$ cat config.mk
export PLATFORM = sky130hd
export DESIGN_NAME = opnd_shifter
export DESIGN_NICKNAME = d
export VERILOG_FILES = /design/src/rtl/opnd_shifter_pkg.sv /design/src/rtl/opnd_bit_flip.sv /design/src/rtl/opnd_right_ladder.sv /design/src/rtl/opnd_carry_pick.sv /design/src/rtl/opnd_shifter.sv
export SDC_FILE = /design/constraint.sdc
export NUM_CORES = 1
export LEC_CHECK = 0
export BUFFER_PORTS_ARGS = -buffer_cell sky130_fd_sc_hd__buf_2
export CORE_AREA = 3 3 89 91
export DETAILED_ROUTE_END_ITERATION = 8
export DIE_AREA = 0 0 92 94
export PLACE_DENSITY = 0.86
export SYNTH_ARGS = -nofsm -noshare
export SYNTH_HDL_FRONTEND = slang
export SYNTH_SLANG_ARGS = --single-unit
$ cat constraint.sdc
create_clock -name vclk -period 6.6
set_input_delay 0.66 -clock vclk [all_inputs]
set_output_delay 0.66 -clock vclk [all_outputs]
set_load 0.05 [all_outputs]
$ cat src/rtl/opnd_shifter_pkg.sv
package opnd_shifter_pkg;

    localparam int DATA_W = 32;
    localparam int AMT_W  = $clog2(DATA_W);

    typedef enum logic [1:0] {
        SHK_LEFT  = 2'd0,
        SHK_LRIGHT = 2'd1,
        SHK_ARIGHT = 2'd2,
        SHK_ROTATE = 2'd3
    } shift_kind_e;

    typedef enum logic [1:0] {
        FILL_ZERO = 2'd0,
        FILL_SIGN = 2'd1,
        FILL_WRAP = 2'd2
    } fill_e;

    typedef struct packed {
        logic  mirror;
        fill_e fill;
    } ladder_ctrl_t;

    function automatic ladder_ctrl_t decode_kind(shift_kind_e k);
        ladder_ctrl_t c;
        c.mirror = 1'b0;
        c.fill   = FILL_ZERO;
        case (k)
            SHK_LEFT:   begin c.mirror = 1'b1; c.fill = FILL_ZERO; end
            SHK_LRIGHT: begin c.mirror = 1'b0; c.fill = FILL_ZERO; end
            SHK_ARIGHT: begin c.mirror = 1'b0; c.fill = FILL_SIGN; end
            SHK_ROTATE: begin c.mirror = 1'b0; c.fill = FILL_WRAP; end
            default:    begin c.mirror = 1'b0; c.fill = FILL_ZERO; end
        endcase
        return c;
    endfunction

endpackage

$ cat src/rtl/opnd_bit_flip.sv
module opnd_bit_flip #(
    parameter int WIDTH = opnd_shifter_pkg::DATA_W
) (
    input  logic [WIDTH-1:0] d_in,
    output logic [WIDTH-1:0] d_out
);
    for (genvar i = 0; i < WIDTH; i++) begin : g_bit
        assign d_out[i] = d_in[WIDTH-1-i];
    end
endmodule

$ cat src/rtl/opnd_right_ladder.sv
module opnd_right_ladder
    import opnd_shifter_pkg::*;
#(
    parameter int WIDTH = DATA_W,
    localparam int SW   = $clog2(WIDTH)
) (
    input  logic [WIDTH-1:0] d_in,
    input  logic [SW-1:0]    amt,
    input  fill_e            fill,
    output logic [WIDTH-1:0] d_out
);
    logic [WIDTH-1:0] stage [SW+1];
    logic             sign_bit;

    assign sign_bit = d_in[WIDTH-1];
    assign stage[0] = d_in;

    // Stage k moves the word right by 2**k when amount bit k is set.
    for (genvar k = 0; k < SW; k++) begin : g_stage
        localparam int D = 1 << k;
        logic [D-1:0] top_fill;
        always_comb begin
            case (fill)
                FILL_WRAP: top_fill = stage[k][D-1:0];
                FILL_SIGN: top_fill = {D{sign_bit}};
                default:   top_fill = '0;
            endcase
        end
        assign stage[k+1] = amt[k] ? {top_fill, stage[k][WIDTH-1:D]} : stage[k];
    end

    assign d_out = stage[SW];
endmodule

$ cat src/rtl/opnd_carry_pick.sv
module opnd_carry_pick #(
    parameter int WIDTH = opnd_shifter_pkg::DATA_W,
    localparam int SW   = $clog2(WIDTH)
) (
    input  logic [WIDTH-1:0] src,
    input  logic [SW-1:0]    amt,
    input  logic             carry_in,
    output logic             carry_out
);
    localparam logic [SW-1:0] ONE = SW'(1);
    logic [SW-1:0] last_idx;

    // The last bit to leave a right-moving word sits just below the amount.
    assign last_idx  = amt - ONE;
    assign carry_out = (amt == '0) ? carry_in : src[last_idx];
endmodule

$ cat src/rtl/opnd_shifter.sv
module opnd_shifter
    import opnd_shifter_pkg::*;
#(
    parameter int WIDTH = DATA_W,
    localparam int SW   = $clog2(WIDTH)
) (
    input  logic [WIDTH-1:0] op_in,
    input  logic [1:0]       kind_in,
    input  logic [SW-1:0]    amt_in,
    input  logic             rrx_in,
    input  logic             carry_in,
    output logic [WIDTH-1:0] result_out,
    output logic             carry_out
);
    ladder_ctrl_t     ctrl;
    logic [WIDTH-1:0] op_rev;
    logic [WIDTH-1:0] ladder_src;
    logic [WIDTH-1:0] ladder_res;
    logic [WIDTH-1:0] ladder_rev;
    logic [WIDTH-1:0] shifted;
    logic             shift_carry;

    assign ctrl = decode_kind(shift_kind_e'(kind_in));

    // Left shifts run through the right ladder on a mirrored word.
    opnd_bit_flip #(.WIDTH(WIDTH)) u_flip_in (
        .d_in  (op_in),
        .d_out (op_rev)
    );

    assign ladder_src = ctrl.mirror ? op_rev : op_in;

    opnd_right_ladder #(.WIDTH(WIDTH)) u_ladder (
        .d_in  (ladder_src),
        .amt   (amt_in),
        .fill  (ctrl.fill),
        .d_out (ladder_res)
    );

    opnd_bit_flip #(.WIDTH(WIDTH)) u_flip_out (
        .d_in  (ladder_res),
        .d_out (ladder_rev)
    );

    assign shifted = ctrl.mirror ? ladder_rev : ladder_res;

    opnd_carry_pick #(.WIDTH(WIDTH)) u_carry (
        .src       (ladder_src),
        .amt       (amt_in),
        .carry_in  (carry_in),
        .carry_out (shift_carry)
    );

    // Rotate through carry overrides kind and amount.
    always_comb begin
        if (rrx_in) begin
            result_out = {carry_in, op_in[WIDTH-1:1]};
            carry_out  = op_in[0];
        end else begin
            result_out = shifted;
            carry_out  = shift_carry;
        end
    end
endmodule

==> impl_summary.txt <==
----------------------------------------------------
[Place]
  Detail Placement HPWL ... 13,300 µm
  Count of input and output buffers ... 74
  Weighted congestion reported at the end of routability-driven placement ... 1.06

[Route]
  Iteration count of the initial detailed-routing pass ... 7
  Via Count ... 5,351
  DRT iter0 DRCs ... 1,277
  Detailed-route DRC error count ... 0
  Average via count per standard cell ... 8.35
  Routed wire length ... 18,800 µm
  Detail-routed net length per standard cell ... 29.4 µm
  Number of routed nets with antenna violations ... 0

[Layout]
  Area used by sequential logic in the layout ... 0 µm²
  Flip-flop and latch count ... 0
  Layout clock buffer count ... 0
  Post-layout util ... 63.7%
  Fill cell instance count of the final layout ... ~650
  Number of inserted diodes ... 0
  Area of the multi-input gates ... about 4000 µm²
  Total Nets Final ... 586
  Ratio of cells with drive above 1 in the final layout ... a little under a third
  Post-synthesis to final-layout area growth ... 6.81%

[Global routing]
  Largest net degree at the start of global routing ... between 40 and 50
  Total grt overflow ... 0
  Global-route usage over all layers ... about 43%
  Number of antenna violations at the first check in global routing ... 0
  Wire length of the first global-routing pass ... around 29,000 µm
  Vias in the first global route ... 5,032

[Setup path]
  Endpoint of the worst setup timing path ... carry_out
  Critical Path Sink Type ... output pin
  Maximum fanout count along the critical path ... 32
  Crit path launch ... amt_in[1]
  CP startpoint kind ... input port
  Arr. time, crit path ... 4.36 ns
  Critical path class ... in -> out
  Critical path required time ... 5.94 ns

[Floorplanning]
  Number of placement rows ... 31
  Core footprint ... 7210 µm²
  Initial core utilization ... 59.6%
  Area of the die ... 8650 µm²
  I/O pin total ... 74
  Overall die height ... ~94 µm
  Chip Width ... 92 µm

[Min path]
  Tightest Hold Check Type ... in -> out
  Startpoint of the tightest hold check path ... op_in[27]

[STA]
  Final period utilization ... 76.1%
  Max frequency ... 199 MHz
  Total negative slack ... 0 ns
  RSZ-0062 raised after global routing ... false
  Final setup vio count ... 0
  Worst max-slew margin expressed relative to the limit ... 27.0%
  Min cycle time layout ... approximately 5.0 ns
  Final-report max-slew violation count ... 0
  Worst Max-Slew Pin Slew ... approximately 1.1 ns
  Final hold violations ... 0

[Synth]
  Number of cells produced by synthesis ... 521
  Synthesized netlist net count ... ~560
  Synthesized area ... about 4300 µm²
  Yosys warns ... 0
  Average footprint of a synthesized cell ... 8.26 µm²
  Sequential area share after synthesis ... 0%
  Synth cell types ... 57

[CTS]
  Buffers inserted during post-CTS setup optimization ... 0
  Hold buffers post-CTS ... 0
  CTS resizes ... 0

[Status]
  Outcome ... finished clean

[Power]
  Static leakage power ... 1.79 nW
  Peak VDD IR ... about 0.065 mV
  Power density of the placed cells ... 120 nW/µm²

[Run]
  Max cap viols ... 0

----------------------------------------------------
[critical path: stages]
cell                      delay, ns
sky130_fd_sc_hd__buf_2         0.56
sky130_fd_sc_hd__inv_1         0.66
sky130_fd_sc_hd__ha_1          0.90
sky130_fd_sc_hd__mux4_2        0.40
sky130_fd_sc_hd__mux4_2        0.46
sky130_fd_sc_hd__mux2_2        0.27
sky130_fd_sc_hd__nand3_1       0.08
sky130_fd_sc_hd__a32oi_1       0.09
sky130_fd_sc_hd__buf_2         0.25
[report_power, final]
| part | internal (mW) | switching [mW] |
|---|---|---|
| Sequential | 0 | 0 |
| Combinational | 0.195 | 0.358 |
| Clock | 0 | 0 |
[cells in the mapped netlist, types with 8 or more instances]
master / count / area share [%]
sky130_fd_sc_hd__a211oi_1: 8 / 1.4
sky130_fd_sc_hd__a31oi_1: 16 / 2.3
sky130_fd_sc_hd__mux4_2: 66 / 35
sky130_fd_sc_hd__a22oi_1: 26 / 4.5
sky130_fd_sc_hd__nor2_1: 42 / 3.7
sky130_fd_sc_hd__inv_1: 17 / 1.5
sky130_fd_sc_hd__o21ai_0: 28 / 3.3
sky130_fd_sc_hd__clkbuf_1: 37 / 3.2
sky130_fd_sc_hd__mux2i_1: 43 / 10
sky130_fd_sc_hd__o211ai_1: 14 / 2.4
sky130_fd_sc_hd__nand2_1: 52 / 4.5
sky130_fd_sc_hd__nor3_1: 14 / 1.6
sky130_fd_sc_hd__a21oi_1: 25 / 2.9
sky130_fd_sc_hd__nand3_1: 10 / 1.2
sky130_fd_sc_hd__mux2_2: 13 / 3.4
sky130_fd_sc_hd__buf_2: 11 / 1.3
[metal layers]
metal	global-route usage (%)	share of wire [%]	up-vias
met5	0	0	-
met4	18.8	5.8	0
met3	11.8	17	121
met2	67.7	43	607
met1	55.3	33	2447
li1	-	-	2176
[per-stage QoR]
stage          std cells  setup WS (ns)  hold WS, ns  power (mW)  area [µm²]
2_1_floorplan        521           1.74         1.60       0.395        4300
3_3_place_gp         641           1.85         1.84       0.524        4590
3_5_place_dp         641           1.70         1.84       0.531        4590
4_1_cts              641           1.69         1.84       0.533        4590
5_1_grt              641           1.49         1.86       0.575        4590
6_report             641           1.58         1.86       0.553        4590
[cell families (layout without fill, tap and decap cells)]
family                   count (synthesis)  in the layout  share of synthesized area [%]
multiplexers                           122            122                           48.0
adder cells (fa/ha/maj)                  1              1                          0.291
buffers and inverters                   76             97                           7.30
AO/OA/AOI/OAI                          184            184                           30.3
AND/OR/NAND/NOR                        135            135                           13.6
XOR/XNOR                                 3              3                          0.611
[how the worst min path moves through the flow]
stage,to,slack [ns],cells after the start
after CTS,result_out[25],1.84,4
final,result_out[26],1.86,4
after floorplan,result_out[10],1.60,1
after global placement,result_out[26],1.84,4
after global routing,result_out[25],1.86,4
after detailed placement,result_out[25],1.84,4
[cell type report]
type	instances	share of cell area [%]
tap	99	2.70
inverter	18	1.47
multi-input combinational	445	87.0
timing repair buffer	79	8.88
[cell usage in the layout, fill, tap and decap left out, drive strengths merged, types with 3 or more instances in the layout]
master,instances
buf,79
mux4,66
nand2,52
mux2i,43
nor2,42
o21ai,29
a22oi,26
a21oi,25
inv,18
a31oi,16
o211ai,14
nor3,14
mux2,13
nand3,10
a211oi,8
and2,7
o22ai,6
o221ai,5
a211o,5
o31ai,4
a221o,4
a21o,4
a22o,3
or3,3
o21a,3
o211a,3
a2bb2oi,3
o32ai,3
a221oi,3
o311ai,3
o32a,3
xnor2,3
No activity file was read; power rests on OpenSTA's default activity.
